### src/rtl/stop_seq.sv
module stop_seq #(
  parameter int T_OSC   = 4,
  parameter int T_FLASH = 6,
  parameter int T_REG   = 5,
  parameter int T_MRLV  = 7,
  parameter int T_LPLV  = 8
) (
  input  logic clk,
  input  logic rst_n,
  input  logic deep_req,
  input  logic stop_req,
  input  logic cfg_lp,
  input  logic cfg_fpd,
  input  logic cfg_mr_lv,
  input  logic cfg_lp_lv,
  input  logic flash_keep,
  input  logic flash_busy,
  input  logic bus_busy,
  input  logic wake,
  output logic stop_active,
  output logic reg_lp,
  output logic reg_lv,
  output logic flash_pd,
  output logic ready
);
  localparam int M1   = (T_OSC > T_FLASH) ? T_OSC : T_FLASH;
  localparam int M2   = (T_REG > T_MRLV) ? T_REG : T_MRLV;
  localparam int M3   = (M2 > T_LPLV) ? M2 : T_LPLV;
  localparam int MAXT = (M1 > M3) ? M1 : M3;
  localparam int CW   = (MAXT > 1) ? $clog2(MAXT) : 1;

  typedef enum logic [2:0] {S_RUN, S_PEND, S_STOP, S_OSC, S_FLASH, S_REG} st_t;

  st_t st;
  logic [CW-1:0] cnt;
  logic m_lp, m_lv, m_fpd, m_keep;

  wire go     = deep_req & stop_req;
  wire idle   = ~flash_busy & ~bus_busy;
  wire c_lv   = cfg_lp ? cfg_lp_lv : cfg_mr_lv;
  wire need_f = m_fpd & ~m_keep;
  wire need_r = m_lp | m_lv;
  wire [CW-1:0] reg_len = m_lv ? (m_lp ? CW'(T_LPLV - 1) : CW'(T_MRLV - 1)) : CW'(T_REG - 1);

  assign stop_active = (st == S_STOP);
  assign reg_lp      = stop_active & m_lp;
  assign reg_lv      = stop_active & m_lv;
  assign flash_pd    = stop_active & m_fpd;

  always_ff @(posedge clk or negedge rst_n) begin
    if (!rst_n) begin
      st <= S_RUN; cnt <= '0; ready <= 1'b0;
      m_lp <= 1'b0; m_lv <= 1'b0; m_fpd <= 1'b0; m_keep <= 1'b0;
    end else begin
      ready <= 1'b0;
      case (st)
        S_RUN, S_PEND: begin
          if (st == S_PEND && wake) st <= S_RUN;
          else if ((go || st == S_PEND) && idle) begin
            st     <= S_STOP;
            m_lp   <= cfg_lp;
            m_lv   <= c_lv;
            m_fpd  <= cfg_fpd | c_lv;
            m_keep <= flash_keep;
          end else if (go) st <= S_PEND;
        end
        S_STOP: if (wake) begin st <= S_OSC; cnt <= CW'(T_OSC - 1); end
        S_OSC:
          if (cnt != '0) cnt <= cnt - 1'b1;
          else if (need_f) begin st <= S_FLASH; cnt <= CW'(T_FLASH - 1); end
          else if (need_r) begin st <= S_REG; cnt <= reg_len; end
          else begin st <= S_RUN; ready <= 1'b1; end
        S_FLASH:
          if (cnt != '0) cnt <= cnt - 1'b1;
          else if (need_r) begin st <= S_REG; cnt <= reg_len; end
          else begin st <= S_RUN; ready <= 1'b1; end
        S_REG:
          if (cnt != '0) cnt <= cnt - 1'b1;
          else begin st <= S_RUN; ready <= 1'b1; end
        default: st <= S_RUN;
      endcase
    end
  end

  p_entry_needs_req_r1: assert property (@(posedge clk) disable iff (!rst_n)
    (st == S_RUN && !go) |=> !stop_active);
  p_busy_holds_r2: assert property (@(posedge clk) disable iff (!rst_n)
    (!stop_active && (flash_busy || bus_busy)) |=> !stop_active);
  p_idle_outputs_r3: assert property (@(posedge clk) disable iff (!rst_n)
    !stop_active |-> (!reg_lp && !reg_lv && !flash_pd));
  p_lv_implies_pd_r3: assert property (@(posedge clk) disable iff (!rst_n)
    reg_lv |-> flash_pd);
  p_cfg_held_r4: assert property (@(posedge clk) disable iff (!rst_n)
    (stop_active && $past(stop_active)) |-> $stable({reg_lp, reg_lv, flash_pd}));
  p_ready_pulse_r5: assert property (@(posedge clk) disable iff (!rst_n)
    ready |=> !ready);
  p_ready_after_wakeup_r5: assert property (@(posedge clk) disable iff (!rst_n)
    $rose(ready) |-> ($past(st) == S_OSC || $past(st) == S_FLASH || $past(st) == S_REG));
  p_cancel_r6: assert property (@(posedge clk) disable iff (!rst_n)
    (st == S_PEND && wake) |=> (st == S_RUN && !ready && !stop_active));
endmodule

### config.mk
export PLATFORM = sky130hd
export DESIGN_NAME = stop_seq
export DESIGN_NICKNAME = d
export VERILOG_FILES = /design/src/rtl/stop_seq.sv
export SDC_FILE = /design/constraint.sdc
export NUM_CORES = 1
export LEC_CHECK = 0
export BUFFER_PORTS_ARGS = -buffer_cell sky130_fd_sc_hd__buf_2
export CELL_PAD_IN_SITES_DETAIL_PLACEMENT = 1
export CELL_PAD_IN_SITES_GLOBAL_PLACEMENT = 2
export CORE_ASPECT_RATIO = 0.7
export CORE_UTILIZATION = 33
export CTS_CLUSTER_SIZE = 8
export DETAILED_ROUTE_END_ITERATION = 10
export PLACE_DENSITY_LB_ADDON = 0.1
export SLEW_MARGIN = 20
export SYNTH_ARGS = -nofsm -noshare
export SYNTH_HDL_FRONTEND = slang
export SYNTH_SLANG_ARGS = --single-unit
### constraint.sdc
create_clock -name clk -period 2.4 [get_ports clk]
set_input_delay 0.12 -clock clk [delete_from_list [all_inputs] [get_ports clk]]
set_output_delay 0.12 -clock clk [all_outputs]
set_load 0.005 [all_outputs]
* Word level (Yosys, flattened, before mapping)
Index checks and enable logic that the tools add are counted.
W data, S select, Z words.
** Operators by class
- Multiplexer cells :: 25
- Reductions and logical operators :: 10
- Equal/unequal tests :: 11
- Bitwise logic cells :: 12
- Add/sub/neg operators :: 1
** Operator list (number)
- $mux W3 :: 14
- $pmux W3 S5 :: 1
- $pmux W3 S4 :: 1
- $ne A2 B2 Y1 const B :: 5
- $mux W1 :: 7
- $and A1 B1 Y1 :: 6
- $eq A3 B2 Y1 const B :: 2
- $eq A3 B3 Y1 const B :: 2
- $reduce_and A3 Y1 :: 2
- $reduce_and A5 Y1 :: 1
- $ne A4 B4 Y1 const B :: 1
- $not A1 Y1 :: 4
- $reduce_bool A4 Y1 :: 1
- $eq A3 B1 Y1 const B :: 1
- $logic_not A3 Y1 :: 1
- $pmux W1 S3 :: 1
- $reduce_bool A3 Y1 :: 1
- $sub A3 B1 Y3 const B :: 1
- $logic_and A1 B1 Y1 :: 2
- $mux W2 :: 1
- $or A1 B1 Y1 :: 2
- $reduce_or A2 Y1 :: 1
- $logic_or A1 B1 Y1 :: 1
** Word-level totals
- Input port bits :: 12
- Logic and storage cells :: 66
- Register bits after elaboration :: 11

* Longest topological paths before layout
Gate-level depths: netlist of the first run.
- Depth after elaboration :: 6
- Depth in mapped cells :: 8

* Least setup slack after synthesis of the first run
OpenSTA, ideal clock, no wires.
- Kind :: reg-to-reg
- Start :: reg cnt[0]
- End :: reg st[1]
- Arrival time :: 1.764 ns
- Cell stages (with the launch flop) :: 9
- Path slack :: 0.542 ns
- Setup time :: 0.094 ns
- Period minus slack after synthesis :: 1.858 ns
- Cells stage by stage :: dfrtp_1 > inv_1 > ha_1 > nor2b_1 > buf_2 > a2111oi_4 > a211oi_4 > a22o_1 > a221oi_2
** On the way
- Cells in the longest elaborated chain, start to end :: 3
- Elaborated cells on any way between the ends :: 5
- Classes of those cells :: eq/ne (3); reduce/logical (2)
** RTL lines
- start: declaration :: line 35 : logic [CW-1:0] cnt;
- start signal: assignment :: line 69 : if (cnt != '0) cnt <= cnt - 1'b1;
- start signal: assignment :: line 74 : if (cnt != '0) cnt <= cnt - 1'b1;
- start signal: assignment :: line 78 : if (cnt != '0) cnt <= cnt - 1'b1;
- $reduce_bool A3 Y1 * :: line 69, 74, 78
- $ne A2 B2 Y1 (no line)
- $reduce_and A5 Y1 (no line) *
- end signal: assignment :: line 70 : else if (need_f) begin st <= S_FLASH; cnt <= CW'(T_FLASH - 1); end
- end signal: assignment :: line 75 : else if (need_r) begin st <= S_REG; cnt <= reg_len; end
- end signal: assignment :: line 79 : else begin st <= S_RUN; ready <= 1'b1; end
- end: declaration :: line 34 : st_t st;
Every way passes the cells marked *; elsewhere a longest branch is shown, timed or not.
A chain may end at the register's enable or synchronous reset.

* Final worst setup path of the first run
- Start :: reg cnt[0]
- End :: reg st[2]
The elaborated chain is that of the path after synthesis.

==> results of run 1 <==
## worst max-delay path, cell delays in order (launching register included)
cell	delay, ns
dfrtp_1	0.37
inv_1	0.13
ha_1	0.20
nor2b_1	0.35
a2111oi_4	0.14
a211oi_4	0.35
mux2_2	0.38
## per-stage QoR
| stage | worst slack, ns | util | instances |
|---|---|---|---|
| floorplan | 0.542 | - | 104 |
| CTS | 0.350 | 0.432 | 158 |
| global route | 0.154 | 0.432 | 158 |
| finish | 0.356 | 0.432 | 158 |
| detailed placement | 0.365 | 0.410 | 153 |
| global placement | 0.407 | 0.410 | 153 |
## final cells by class
| cell class | instances | area [sq um] | share of cell area |
|---|---|---|---|
| Tap cell | 34 | 42.5 | 0.0383 |
| Sequential cell | 11 | 275 | 0.248 |
| Clock inverter | 1 | 5.00 | 0.00451 |
| Inverter | 6 | 22.5 | 0.0203 |
| Clock buffer | 3 | 41.3 | 0.0372 |
| Timing Repair Buffer | 21 | 120 | 0.108 |
| Multi-Input combinational cell | 82 | 603 | 0.543 |
## flip-flops by register name (all words and copies together), names as in the netlist
| name | cells |
|---|---|
| m_lp | 1 |
| ready | 1 |
| cnt | 3 |
| m_keep | 1 |
| st | 3 |
| m_lv | 1 |
| m_fpd | 1 |
## routing by layer
metal | GRT usage | up-vias
met2 | 0.299 | 11
met1 | 0.264 | 414
li1 | - | 423
met4 | 0.0261 | 0
met3 | 0.0495 | 2
met5 | 0 | -
## worst paths after layout
| check | from | depth (start not counted) | end |
|---|---|---|---|
| min | flash_keep | 2 | m_keep |
| min in group asynchronous | rst_n | 2 | cnt[2] |
| min reg2reg | m_fpd | 2 | m_fpd |
| max in group asynchronous | rst_n | 2 | st[0] |
| max reg2reg | cnt[0] | 6 | st[2] |
| max | cnt[0] | 6 | st[2] |
## cells in the mapped netlist, types with 2 or more instances
library cell / n / share of area
a21oi_1: 10 / 0.054
and2_1: 4 / 0.027
buf_2: 3 / 0.016
dfrtp_1: 11 / 0.29
ha_1: 4 / 0.054
inv_1: 6 / 0.024
mux2_2: 5 / 0.060
nand2_1: 5 / 0.020
nand2b_1: 4 / 0.027
nand3_1: 2 / 0.011
nor2_1: 8 / 0.032
nor2b_1: 4 / 0.027
nor3_1: 2 / 0.011
nor3b_1: 2 / 0.016
o211ai_1: 2 / 0.016
o21ai_0: 6 / 0.032
## cells by family (layout without fill, tap and decap cells)
group | count (synthesis) | in the layout | share of synthesized area
flip-flops | 11 | 11 | 0.295
buffers and inverters | 11 | 31 | 0.0602
AND/OR/NAND/NOR | 37 | 37 | 0.224
adder cells (fa/ha/maj) | 4 | 4 | 0.0535
multiplexers | 6 | 6 | 0.0709
AO/OA/AOI/OAI | 35 | 35 | 0.297
## repair_timing
item                                   in CTS  in global routing
resized for setup                           0                  0
hold buffers                                1                  0
endpoints found under the hold margin      11                  0
## power groups by stage
stage / registers (uW) / clock network [uW] / logic (uW)
2_1_floorplan: 303 / 0 / 598
5_1_grt: 357 / 205 / 837
3_3_place_gp: 343 / 0 / 734
6_report: 344 / 191 / 744
3_5_place_dp: 348 / 0 / 741
4_1_cts: 346 / 195 / 748
==> metrics.cfg, run 1 <==
[outcome]
status=finished clean

[layout]
layout_common_cells=buf_2, dfrtp_1, a21oi_1
areaGrowthSynthToFinish_pct=18.7
fin_area_sq_um=1110
num_antenna_cells=0
final_common_cell=buf_2
num-fill-cells=309
final_layout_size_suffix_gt1_frac=0.298
fin_nets=141

[hold_path]
hp-class=in -> reg

[clocking]
htree_levels=1
clock-sinks=11
cts_made_buffers=3
cts_buffer_depth=2
post_cts_buffers=0
cts_tree=built
path_clk_slew_ns=0.06
cts_root_buf=clkbuf_8
clk_latency_ns=0.24

[synthesis]
syn_area_sq_um=935
synth_warnings=0
ys_seq_area_frac=0.295
synth_edf_count=0
synth.distinct_cells=42
async_flop_share=1.00
syn_avg_cell_area_sq_um=8.99
synthFlopType=dfrtp_1
synthCells=104
synth_nets=120
synth-seq-cells=11

[detailed_routing]
wl_microns=2470
drtAntennaViolNets=0
num_vias=850
wl_per_cell_microns=15.7
wl_met1_microns=1320
drtIter0Drc=51
first_pass_iters=4
drc=0
vias_per_cell=5.38
route.met2.wl_microns=1070
wl_met3_microns=80
highest_layer=met4

[floorplanning]
start_util=0.364
die_width_microns=65.6
dieArea_sq_um=3050
pin_count=17
core_sq_um=2570
die_h_microns=46.5
row_count=15

[power_and_ir_drop]
switchingPower_uw=589
p_leak_uw=0.000476
pwr-share-comb=0.582
p_sw_frac=0.461
powerDensity_nw_per_um2=1150
ir_worst_vdd_v=0.000523
finalPower_uw=1280
clockPowerShare=0.150
seqPwrFrac=0.269
p_int_uw=690

[global_routing]
grt_pass1_wl_microns=4200
antenna_found_initial=0
grt_use_total=0.189
grt_max_degree=17
grt_pass1_vias=852
overflow=0

[sta]
hold_ws_ns=0.115
maxSlewHeadroom=0.645
fin_crit_ns=2.04
hold_violations=0
fmax_mhz=489
final_max_slew_viol_count=0
rsz0062_at_grt=no
timing.final.crit_share=0.852
finalSetupTns_ns=0
worst_pin_slew_ns=0.531
fin_skew_ns=0.00125
setup_violations=0

[worst_setup_path]
crit_arrival_ns=2.17
crit_path_max_fanout=6
r2r_slack_ns=0.36
cp-end-kind=flip-flop
crit_type=reg -> reg
crit_path_start_kind=flip-flop
cp.required_ns=2.52

[placed_design]
place_area_sq_um=1050
hpwl_microns=1960
gp_congestion=0.810
portBuffers=16

[job]
max_cap_viol_count=0

Note: power is estimated with default switching activity, not from simulation.
==> inputs of run 2 (changes only) <==
--- a/config.mk
+++ b/config.mk
@@ -8,8 +8,8 @@
 export BUFFER_PORTS_ARGS = -buffer_cell sky130_fd_sc_hd__buf_2
 export CELL_PAD_IN_SITES_DETAIL_PLACEMENT = 1
 export CELL_PAD_IN_SITES_GLOBAL_PLACEMENT = 2
-export CORE_ASPECT_RATIO = 0.7
-export CORE_UTILIZATION = 33
+export CORE_ASPECT_RATIO = 2
+export CORE_UTILIZATION = 32
 export CTS_CLUSTER_SIZE = 8
 export DETAILED_ROUTE_END_ITERATION = 10
 export PLACE_DENSITY_LB_ADDON = 0.1
==> run 2 against run 1 <==
Compared with the run above: core utilization fell by 3.4 points; die area rose by 3.3%; critical endpoint unchanged; largest cell class unchanged; clock power barely moved; critical path type unchanged; sequential cell count did not move; global-route usage rose by 1.6 points.
==> metrics.cfg, run 2 (synthesis gave the netlist of run 1 again) <==
[worst_setup_path]
crit_path_start_kind=flip-flop
worstPathCellList=inv_1 -> ha_1 -> nor2b_1 -> a2111oi_4 -> a211oi_4 -> mux2_2
cp_slowest_cell=dfrtp_1
crit_buf_inv=1
rr_worst_depth=6
crit_arrival_ns=2.22
crit_cells=6
cp.required_ns=2.53
crit_type=reg -> reg
crit_family=compound AO/OA/AOI/OAI gates
cp-end-kind=flip-flop
critical_path.max_stage_delay_ns=0.37
crit_path_max_fanout=6

[sta]
setup_violations=0
timing.final.crit_share=0.874
rsz0062_at_grt=no
worst_pin_slew_ns=0.582
final_max_slew_viol_count=0
finalSetupTns_ns=0
fin_skew_ns=0.00120
fmax_mhz=477
hold_violations=0
maxSlewHeadroom=0.610
fin_crit_ns=2.10
hold_ws_ns=0.111

[floorplanning]
start_util=0.337
core_sq_um=2770
pin_count=17
row_count=27
dieArea_sq_um=3150
die_h_microns=78.4
die_width_microns=40.2

[placed_design]
gp_congestion=0.743
portBuffers=16
hpwl_microns=2300
place_area_sq_um=1050
dp.cells=148

[clocking]
clk_latency_ns=0.24
cts_buffer_depth=2
cts_made_buffers=3
clock-sinks=11
cts_tree=built
htree_levels=1
cts_root_buf=clkbuf_8
path_clk_slew_ns=0.05

[detailed_routing]
first_pass_iters=4
wl_microns=2750
drtAntennaViolNets=0
drc=0
drtIter0Drc=18
num_vias=874
vias_per_cell=5.71
wl_per_cell_microns=18.0

[global_routing]
grt_use_total=0.205
grt_pass1_vias=921
overflow=0
antenna_found_initial=0
grt_pass1_wl_microns=4460
grt_max_degree=18

[layout]
fin_nets=141
final_common_cell=buf_2
reg_top3=cnt x3, st x3
num_antenna_cells=0
fin_area_sq_um=1100
areaGrowthSynthToFinish_pct=17.9
final_layout_size_suffix_gt1_frac=0.290
layout_common_cells=buf_2, dfrtp_1, a21oi_1
instances_no_fill=153
finish.utilization=0.398

[hold_path]
min_path_cells=2
hp-class=in -> reg

[outcome]
status=finished clean

[job]
max_cap_viol_count=0

[power_and_ir_drop]
ir_worst_vdd_v=0.000520
clockPowerShare=0.149
switchingPower_uw=606
p_sw_frac=0.466
pwr-share-comb=0.588
p_leak_uw=0.000475
powerDensity_nw_per_um2=1180
p_int_uw=695
seqPwrFrac=0.263

-- run 2: changes by cell type in the layout (fill, tap and decap cells not counted), sizes merged --
cell    delta
clkbuf     +1
clkinv     -1
-- run 2: worst paths after layout --
kind	slack (ns)	end	from
setup / recovery	0.30	st[2]	cnt[0]
hold / removal	0.11	m_keep	flash_keep
setup reg to reg	0.30	st[2]	cnt[0]
hold reg to reg	0.51	m_fpd	m_fpd
max in group asynchronous	1.90	m_lp	rst_n
min in group asynchronous	0.28	st[2]	rst_n
-- run 2: stage by stage --
step	worst slack, ns	power (uW)
floorplan	0.542	901
global placement	0.296	1100
detailed placement	0.264	1120
CTS	0.244	1320
global route	0.153	1410
finish	0.303	1300
-- run 2: timing repair --
action / CTS / global route
buffers inserted: 0 / 0
gates resized for setup: 0 / 0
hold buffers: 1 / 0
hold endpoints to repair: 11 / 0
-- run 2: layout make-up --
cell class,count,area (sq um)
multi-input cells,82,603
well taps,29,36.3
inverters,6,22.5
repair buffers,21,120
clock buffers,4,45.0
fillers,340,1670
flip-flops and latches,11,275
-- run 2: power groups by stage --
stage	clock network [uW]	logic, uW	registers, uW
6_report	194	765	342
5_1_grt	208	846	353
4_1_cts	198	780	341
3_5_place_dp	0	776	344
3_3_place_gp	0	758	341
2_1_floorplan	0	598	303
-- run 2: metal layers --
layer | track usage | part of all wire | wire length, microns
met4 | 0.0800 | 0.0062 | 17
met5 | 0 | 0 | 0
met3 | 0.0169 | 0.013 | 36
met2 | 0.387 | 0.63 | 1720
met1 | 0.206 | 0.35 | 975
==> inputs of run 3 (changes only) <==
--- a/config.mk
+++ b/config.mk
@@ -13,6 +13,7 @@
 export CTS_CLUSTER_SIZE = 8
 export DETAILED_ROUTE_END_ITERATION = 10
 export PLACE_DENSITY_LB_ADDON = 0.1
+export REMOVE_ABC_BUFFERS = 1
 export SLEW_MARGIN = 20
 export SYNTH_ARGS = -nofsm -noshare
 export SYNTH_HDL_FRONTEND = slang
==> run 3 against run 2 <==
Compared with the run above: die area is the same; cell count grew 0.65%; global-route usage shrank 0.28 points; sequential share of layout area shrank 0.17 points; critical endpoint unchanged; largest power group unchanged.
==> metrics.cfg, run 3 (synthesis gave the netlist of run 1 again) <==
[power_and_ir_drop]
p_int_uw=702
p_sw_frac=0.460
ir_worst_vdd_v=0.000496
switchingPower_uw=598
p_leak_uw=0.000480
clockPowerShare=0.149
powerDensity_nw_per_um2=1170
seqPwrFrac=0.267
pwr-share-comb=0.583

[worst_setup_path]
critical_path.max_stage_delay_ns=0.40
cp-end-kind=flip-flop
cp.required_ns=2.53
worstPathCellList=inv_1 -> ha_1 -> nor2b_1 -> a2111oi_4 -> a211oi_4 -> mux2_2
cp_slowest_cell=nor2b_1
crit_path_start_kind=flip-flop
crit_arrival_ns=2.27
crit_path_max_fanout=6
crit_type=reg -> reg

[detailed_routing]
drtIter0Drc=10
wl_per_cell_microns=17.9
wl_microns=2750
vias_per_cell=5.68
drc=0
num_vias=874
drtAntennaViolNets=0
first_pass_iters=4

[sta]
hold_violations=0
fin_skew_ns=0.00167
rsz0062_at_grt=no
fin_crit_ns=2.14
setup_violations=0
timing.final.crit_share=0.892
final_max_slew_viol_count=0
worst_pin_slew_ns=0.509
fmax_mhz=467
finalSetupTns_ns=0
fin_ws_ns=0.259
maxSlewHeadroom=0.659

[global_routing]
grt_max_degree=14
grt_use_total=0.202
grt_pass1_vias=911
overflow=0
antenna_found_initial=0
grt_pass1_wl_microns=4320

[clocking]
cts_root_buf=clkbuf_8
cts_made_buffers=3
cts_buffer_depth=2
clk_latency_ns=0.24
cts_tree=built
path_clk_slew_ns=0.06
post_cts_buffers=0
clock-sinks=11
htree_levels=1

[outcome]
status=finished clean

[placed_design]
place_area_sq_um=1050
gp_congestion=0.789
hpwl_microns=2230
portBuffers=16
post-place-ws_ns=0.274

[layout]
layout_common_cells=buf_2, dfrtp_1, a21oi_1
seq_area_sq_um=275
num-fill-cells=349
multi_input_area_sq_um=603
final_common_cell=buf_2
fin_area_sq_um=1110
fin_nets=142
reg_top3=cnt x3, st x3
num_antenna_cells=0
areaGrowthSynthToFinish_pct=18.7
final_layout_size_suffix_gt1_frac=0.296

[floorplanning]
start_util=0.337
die_width_microns=40.2
die_h_microns=78.4
dieArea_sq_um=3150
pin_count=17
core_sq_um=2770
row_count=27

[hold_path]
hp-class=in -> reg

[job]
max_cap_viol_count=0

[run 3: changes by cell type in the layout (fill, tap and decap cells not counted), sizes merged]
cell	previous run	this run
buf	20	21
[run 3: power by group through the flow]
stage / combinational, uW / sequential [uW] / clock [uW]
2_1_floorplan: 514 / 350 / 0
5_1_grt: 835 / 360 / 209
6_report: 758 / 348 / 194
3_3_place_gp: 752 / 348 / 0
3_5_place_dp: 756 / 351 / 0
4_1_cts: 766 / 347 / 200
[run 3: area by class of cell]
class / instances / share of cell area
Multi-Input combinational cell: 82 / 0.543
Sequential cell: 11 / 0.248
Timing Repair Buffer: 22 / 0.115
Clock buffer: 4 / 0.0406
Tap cell: 29 / 0.0327
Inverter: 6 / 0.0203
[run 3: final timing paths]
kind | startpoint | endpoint | slack (ns) | cells after the start
max | cnt[0] | st[2] | 0.26 | 6
min reg2reg | m_fpd | m_fpd | 0.49 | 2
max in group asynchronous | rst_n | m_lv | 1.88 | 2
min in group asynchronous | rst_n | cnt[0] | 0.29 | 2
min | flash_keep | m_keep | 0.11 | 2
max reg2reg | cnt[0] | st[2] | 0.26 | 6
[run 3: per-layer routing]
| layer | vias to the layer above | share of wire | GRT usage |
|---|---|---|---|
| met4 | 0 | 0.033 | 0.113 |
| li1 | 424 | - | - |
| met5 | - | 0 | 0 |
| met3 | 6 | 0.011 | 0.0169 |
| met1 | 428 | 0.36 | 0.211 |
| met2 | 16 | 0.60 | 0.358 |
[run 3: through the flow]
stage               utilization  instances  total power, uW  hold slack, ns
finish                    0.401        154             1300           0.110
global route              0.401        154             1400           0.115
CTS                       0.401        154             1310           0.110
detailed placement        0.381        149             1110          0.0132
global placement          0.381        149             1100          0.0134
floorplan                     -         99              865          -0.176
[run 3: critical path, delay by kind of cell (launching register included)]
kind | cells | cell delay (ns)
AOI/OAI and AO/OA | 2 | 0.51
adders and majority gates | 1 | 0.22
buffers and inverters | 1 | 0.13
DFF | 1 | 0.38
muxes | 1 | 0.38
and+or+nand+nor | 1 | 0.40
[run 3: timing repair]
action / CTS / global route
hold buffers: 1 / 0
gates resized for setup: 0 / 0
endpoints found under the hold margin: 11 / 0
